**src/rtl/irq_vec_pkg.sv**
```systemverilog
package irq_vec_pkg;

  // Source order is also the service priority (lowest index first).
  typedef enum logic [1:0] {
    SRC_EXT = 2'd0,
    SRC_TMR0 = 2'd1,
    SRC_TMR1 = 2'd2
  } irq_src_e;

  localparam int VEC_SPACING = 4;

  // Service routine address for a given source index.
  function automatic logic [15:0] vector_of(input int idx);
    return 16'((idx + 1) * VEC_SPACING);
  endfunction

endpackage

```
**src/rtl/irq_edge_sync.sv**
```systemverilog
module irq_edge_sync #(
  parameter int STAGES = 2
) (
  input  logic clk,
  input  logic rst,
  input  logic pin_n,
  output logic fall_o
);

  // sh[0..STAGES-1] synchronise, sh[STAGES] holds the previous synced level.
  logic [STAGES:0] sh;

  always_ff @(posedge clk) begin
    if (rst) begin
      sh <= '1;
    end else begin
      sh <= {sh[STAGES-1:0], pin_n};
    end
  end

  assign fall_o = sh[STAGES] & ~sh[STAGES-1];

endmodule

```
**src/rtl/irq_ctl_reg.sv**
```systemverilog
module irq_ctl_reg #(
  parameter int NSRC   = 3,
  parameter int DATA_W = 8
) (
  input  logic              clk,
  input  logic              rst,
  input  logic              wr_en,
  input  logic [DATA_W-1:0] wdata,
  input  logic [NSRC-1:0]   flag_set,
  input  logic [NSRC-1:0]   flag_clr,
  input  logic              gie_set,
  input  logic              gie_clr,
  output logic              gie,
  output logic [NSRC-1:0]   src_en,
  output logic [NSRC-1:0]   flags,
  output logic [DATA_W-1:0] reg_q
);

  localparam int GIE_BIT  = 0;
  localparam int EN_LO    = 1;
  localparam int FLAG_LO  = EN_LO + NSRC;
  localparam int USED     = FLAG_LO + NSRC;
  localparam logic [DATA_W-1:0] USED_MASK = DATA_W'((1 << USED) - 1);

  logic [DATA_W-1:0] nxt;

  always_comb begin
    nxt = reg_q;
    if (wr_en) nxt = wdata & USED_MASK;
    nxt[FLAG_LO +: NSRC] = nxt[FLAG_LO +: NSRC] | flag_set;
    if (gie_set) nxt[GIE_BIT] = 1'b1;
    if (gie_clr) nxt[GIE_BIT] = 1'b0;
    nxt[FLAG_LO +: NSRC] = nxt[FLAG_LO +: NSRC] & ~flag_clr;
  end

  always_ff @(posedge clk) begin
    if (rst) reg_q <= '0;
    else     reg_q <= nxt;
  end

  assign gie    = reg_q[GIE_BIT];
  assign src_en = reg_q[EN_LO +: NSRC];
  assign flags  = reg_q[FLAG_LO +: NSRC];

endmodule

```
**src/rtl/irq_pick.sv**
```systemverilog
module irq_pick
  import irq_vec_pkg::*;
#(
  parameter int NSRC  = 3,
  parameter int VEC_W = 12
) (
  input  logic [NSRC-1:0]  req,
  output logic             any_o,
  output logic [NSRC-1:0]  sel_o,
  output logic [VEC_W-1:0] vec_o
);

  always_comb begin
    sel_o = '0;
    vec_o = '0;
    for (int i = NSRC - 1; i >= 0; i--) begin
      if (req[i]) begin
        sel_o = '0;
        sel_o[i] = 1'b1;
        vec_o = VEC_W'(vector_of(i));
      end
    end
  end

  assign any_o = |req;

endmodule

```
**src/rtl/irq_vector_ctrl.sv**
```systemverilog
module irq_vector_ctrl #(
  parameter int          N_TMR       = 2,
  parameter int          DATA_W      = 8,
  parameter int          ADDR_W      = 8,
  parameter int          VEC_W       = 12,
  parameter int          SYNC_STAGES = 2,
  parameter logic [7:0]  CTL_ADDR    = 8'h0B
) (
  input  logic              clk,
  input  logic              rst,
  input  logic              irq_pin_n,
  input  logic [N_TMR-1:0]  tmr_ovf_i,
  input  logic [ADDR_W-1:0] addr_i,
  input  logic              wr_en_i,
  input  logic [DATA_W-1:0] wr_data_i,
  output logic [DATA_W-1:0] rd_data_o,
  input  logic              stack_full_i,
  input  logic              reti_i,
  input  logic              halt_i,
  output logic              take_o,
  output logic [VEC_W-1:0]  vec_o,
  output logic              wake_o
);

  localparam int NSRC = 1 + N_TMR;

  logic              ext_fall;
  logic [NSRC-1:0]   flag_set;
  logic [NSRC-1:0]   flag_clr;
  logic              gie;
  logic [NSRC-1:0]   src_en;
  logic [NSRC-1:0]   flags;
  logic [DATA_W-1:0] ctl_q;
  logic [NSRC-1:0]   cand;
  logic              cand_any;
  logic [NSRC-1:0]   cand_sel;
  logic [VEC_W-1:0]  cand_vec;
  logic              fire;
  logic              sel_hit;

  irq_edge_sync #(.STAGES(SYNC_STAGES)) u_sync (
    .clk    (clk),
    .rst    (rst),
    .pin_n  (irq_pin_n),
    .fall_o (ext_fall)
  );

  assign flag_set = {tmr_ovf_i, ext_fall};
  assign cand     = flags & src_en;
  assign fire     = gie & cand_any & ~stack_full_i;
  assign flag_clr = fire ? cand_sel : '0;
  assign sel_hit  = (addr_i == ADDR_W'(CTL_ADDR));

  irq_ctl_reg #(.NSRC(NSRC), .DATA_W(DATA_W)) u_reg (
    .clk      (clk),
    .rst      (rst),
    .wr_en    (wr_en_i & sel_hit),
    .wdata    (wr_data_i),
    .flag_set (flag_set),
    .flag_clr (flag_clr),
    .gie_set  (reti_i),
    .gie_clr  (fire),
    .gie      (gie),
    .src_en   (src_en),
    .flags    (flags),
    .reg_q    (ctl_q)
  );

  irq_pick #(.NSRC(NSRC), .VEC_W(VEC_W)) u_pick (
    .req   (cand),
    .any_o (cand_any),
    .sel_o (cand_sel),
    .vec_o (cand_vec)
  );

  always_ff @(posedge clk) begin
    if (rst) begin
      take_o    <= 1'b0;
      vec_o     <= '0;
      wake_o    <= 1'b0;
      rd_data_o <= '0;
    end else begin
      take_o    <= fire;
      if (fire) vec_o <= cand_vec;
      wake_o    <= halt_i & cand_any;
      rd_data_o <= sel_hit ? ctl_q : '0;
    end
  end

endmodule

```
**config.mk**
```make
export PLATFORM = sky130hd
export DESIGN_NAME = irq_vector_ctrl
export DESIGN_NICKNAME = d
export VERILOG_FILES = /design/src/rtl/irq_vec_pkg.sv /design/src/rtl/irq_edge_sync.sv /design/src/rtl/irq_ctl_reg.sv /design/src/rtl/irq_pick.sv /design/src/rtl/irq_vector_ctrl.sv
export SDC_FILE = /design/constraint.sdc
export NUM_CORES = 1
export LEC_CHECK = 0
export BUFFER_PORTS_ARGS = -buffer_cell sky130_fd_sc_hd__buf_2
export CORE_MARGIN = 2
export CORE_UTILIZATION = 46
export DETAILED_ROUTE_END_ITERATION = 7
export PLACE_DENSITY_LB_ADDON = 0.1
export SYNTH_ARGS = -nofsm -noshare
export SYNTH_HDL_FRONTEND = slang
export SYNTH_SLANG_ARGS = --single-unit
```
**constraint.sdc**
```tcl
create_clock -name clk -period 2.2 [get_ports clk]
set_clock_uncertainty 0.05 [all_clocks]
set_input_delay 0 -clock clk [delete_from_list [all_inputs] [get_ports clk]]
set_output_delay 0 -clock clk [all_outputs]
set_load 0.02 [all_outputs]
```
==> run metrics <==
outcome finished clean; drt wl/cell 9.86 µm; GR Util met3 2.26%; CTS clk-pin slew, worst paths 0.11 ns; post-synthesis cell type count 24; final instance area 1200 µm²; FF+latch count, synth 21; Mean Syn Cell Area 10.2 µm²; Die Height 47.5 µm; CTS Hold Bufs 15; final wirelength 1590 µm; synthesized instance count 85; clock share of power 27.2%; via density per instance 4.34; first-pass GRT wire length 2550 µm; I/O Buffers 34; CTS Buf Count 3; multi-input logic area 390 µm²; worst min-delay path category in2reg; DP HPWL 1130 µm; die area 2260 µm²; FILL cells 159; Post-DP Area 1020 µm²; global-route track usage on met1 19.7%; main combinational cell family by area after synthesis simple AND/OR/NAND/NOR gates; Synth warnings 0; hold_ws 0.0200 ns; CTS Buffer Depth 2; Min-Delay Path Depth 2; Comb power frac 12.4%; placeable core area 1750 µm²; number of DRC markers in iteration 0 2; peak supply drop 0.379 mV; area delta synth->final 37.9%; clock tree root driver cell clkbuf_4; RSZ-0062 raised after global routing no; Resized cells post-CTS 0; I/O pin count 47; Switching Power 0.154 mW; CP Capture Type flip-flop; startpoint types flip-flop; internal power 0.496 mW; post-synthesis adder-cell area fraction 0%; Fin. Hold Viols 0; RD Place Congestion 0.674; chip width 47.5 µm; met2 global-route usage 27.8%; Pwr per Cell Area 542 nW/µm²; later-pin clock latency in the skew report 0.29 ns; XOR/XNOR Fraction of Synth Area 0%; max-cap violations 0; Starting Density 49.9%; total iterations of the first detailed-routing run 6; share of layout cells above drive strength 1 33.1%; Sequential Power Share 60.5%; Final Cycle Share 78.9%; Synth Area in Compound Gates 12.2%; Crit Path Max Fanout 5; switching part of the total power 23.7%; leading cell types in the layout, fill and taps excluded buf_2, dfxtp_1, dlygate4sd3_1, conb_1; mapped cell area 871 µm²; final setup fails 0; multiplexer share of the synthesized area 7.47%; max frequency 576 MHz; Critical Path AT 1.93 ns; std cell rows 15; total inserted antenna cells 0; Max Slew Vio Count 0; TritonCTS clock tree done; Congestion Overflow GR 0; Via Count 699; most used routing layer met2; Tmin final 1.74 ns; fin nets 162; Simple-Gate Fraction of Synth Area 20.4%; Crit Path Category reg2reg; setup TNS 0 ns; clk sink count 21; Tot GR Track Use 15.8%; sequential share of the synthesized area 48.3%; worst path required time 2.39 ns; largest net degree at the start of global routing 14; # H-tree levels 1; r2r worst-path depth 4; LEAKAGE 0.605 nW; Final Core Density 68.8%; final routed DRC violation total 0; vias in the first global route 606; Antenna Nets Post-Route 0; post-CTS setup buffer count 0; Storage cell area 420 µm²; most common cell after layout, fill and taps aside buf_2; antenna violations before repair 0
## state kept, by name, indices dropped and copies added, names as in the netlist
register	cells
rd_data_o	7
take_o	1
u_reg.reg_q	7
u_sync.sh	3
vec_o	2
wake_o	1
## cell usage after synthesis
| master | count | area, µm² |
|---|---|---|
| a211oi_1 | 3 | 22.5 |
| a21oi_1 | 4 | 20.0 |
| a22oi_1 | 1 | 7.51 |
| a311oi_1 | 1 | 8.76 |
| a41oi_1 | 2 | 17.5 |
| and2_1 | 7 | 43.8 |
| and4bb_2 | 1 | 12.5 |
| buf_4 | 11 | 82.6 |
| clkbuf_1 | 1 | 3.75 |
| conb_1 | 1 | 3.75 |
| dfxtp_1 | 21 | 420 |
| inv_1 | 3 | 11.3 |
| mux2_4 | 1 | 15.0 |
| mux2i_1 | 5 | 50.1 |
| nand2_1 | 3 | 11.3 |
| nand2b_1 | 2 | 12.5 |
| nand3_4 | 1 | 17.5 |
| nor2_1 | 7 | 26.3 |
| nor2b_1 | 1 | 6.26 |
| nor3_1 | 1 | 5.00 |
| nor4b_4 | 1 | 23.8 |
| o21a_1 | 3 | 22.5 |
| o21bai_1 | 1 | 7.51 |
| or2_2 | 3 | 18.8 |
## layer usage
layer | wire (µm) | share of wire [%] | vias to the layer above
li1 | - | - | 367
met1 | 710 | 45 | 306
met2 | 799 | 50 | 26
met3 | 77 | 4.9 | 0
met4 | 0 | 0 | 0
met5 | 0 | 0 | -
## layout make-up
type,instances,share of cell area [%]
clock inverters,1,0.417
flip-flops and latches,21,35.0
clock buffers,3,1.88
well taps,25,2.60
inverters,3,0.938
repair buffers,49,26.7
multi-input cells,59,32.5
## cells by family (layout without fill, tap and decap cells)
family	count (synthesis)	in the layout
compound gates	15	15
buf+inv	15	56
flops	21	21
mux	6	6
other cells	1	11
simple gates	27	27
## critical path: stages, from the launching register on
cell and delay, ns:
dfxtp_1 0.37, a22oi_1 0.32, a21oi_1 0.16, a211oi_1 0.22, dlygate4sd3_1 0.56
## power by group through the flow
stage,logic [mW],clock network (mW),registers (mW)
4_1_cts,0.0801,0.183,0.393
3_5_place_dp,0.0643,0,0.402
6_report,0.0805,0.177,0.393
3_3_place_gp,0.0630,0,0.402
5_1_grt,0.0875,0.198,0.395
2_1_floorplan,0.0536,0,0.400
## final timing paths
kind	start	endpoint	slack, ns
max reg2reg	u_reg.reg_q[2]	u_reg.reg_q[0]	0.46
min	rst	take_o	0.02
min reg2reg	u_sync.sh[0]	u_sync.sh[1]	0.37
max	u_reg.reg_q[2]	u_reg.reg_q[0]	0.46
## through the flow
stage | total power, mW | std cells | worst slack [ns]
finish | 0.651 | 161 | 0.464
CTS | 0.657 | 161 | 0.475
global placement | 0.465 | 142 | 0.834
floorplan | 0.454 | 95 | 1.03
global route | 0.681 | 161 | 0.371
detailed placement | 0.466 | 142 | 0.813
(Power assumes the default switching activity.)
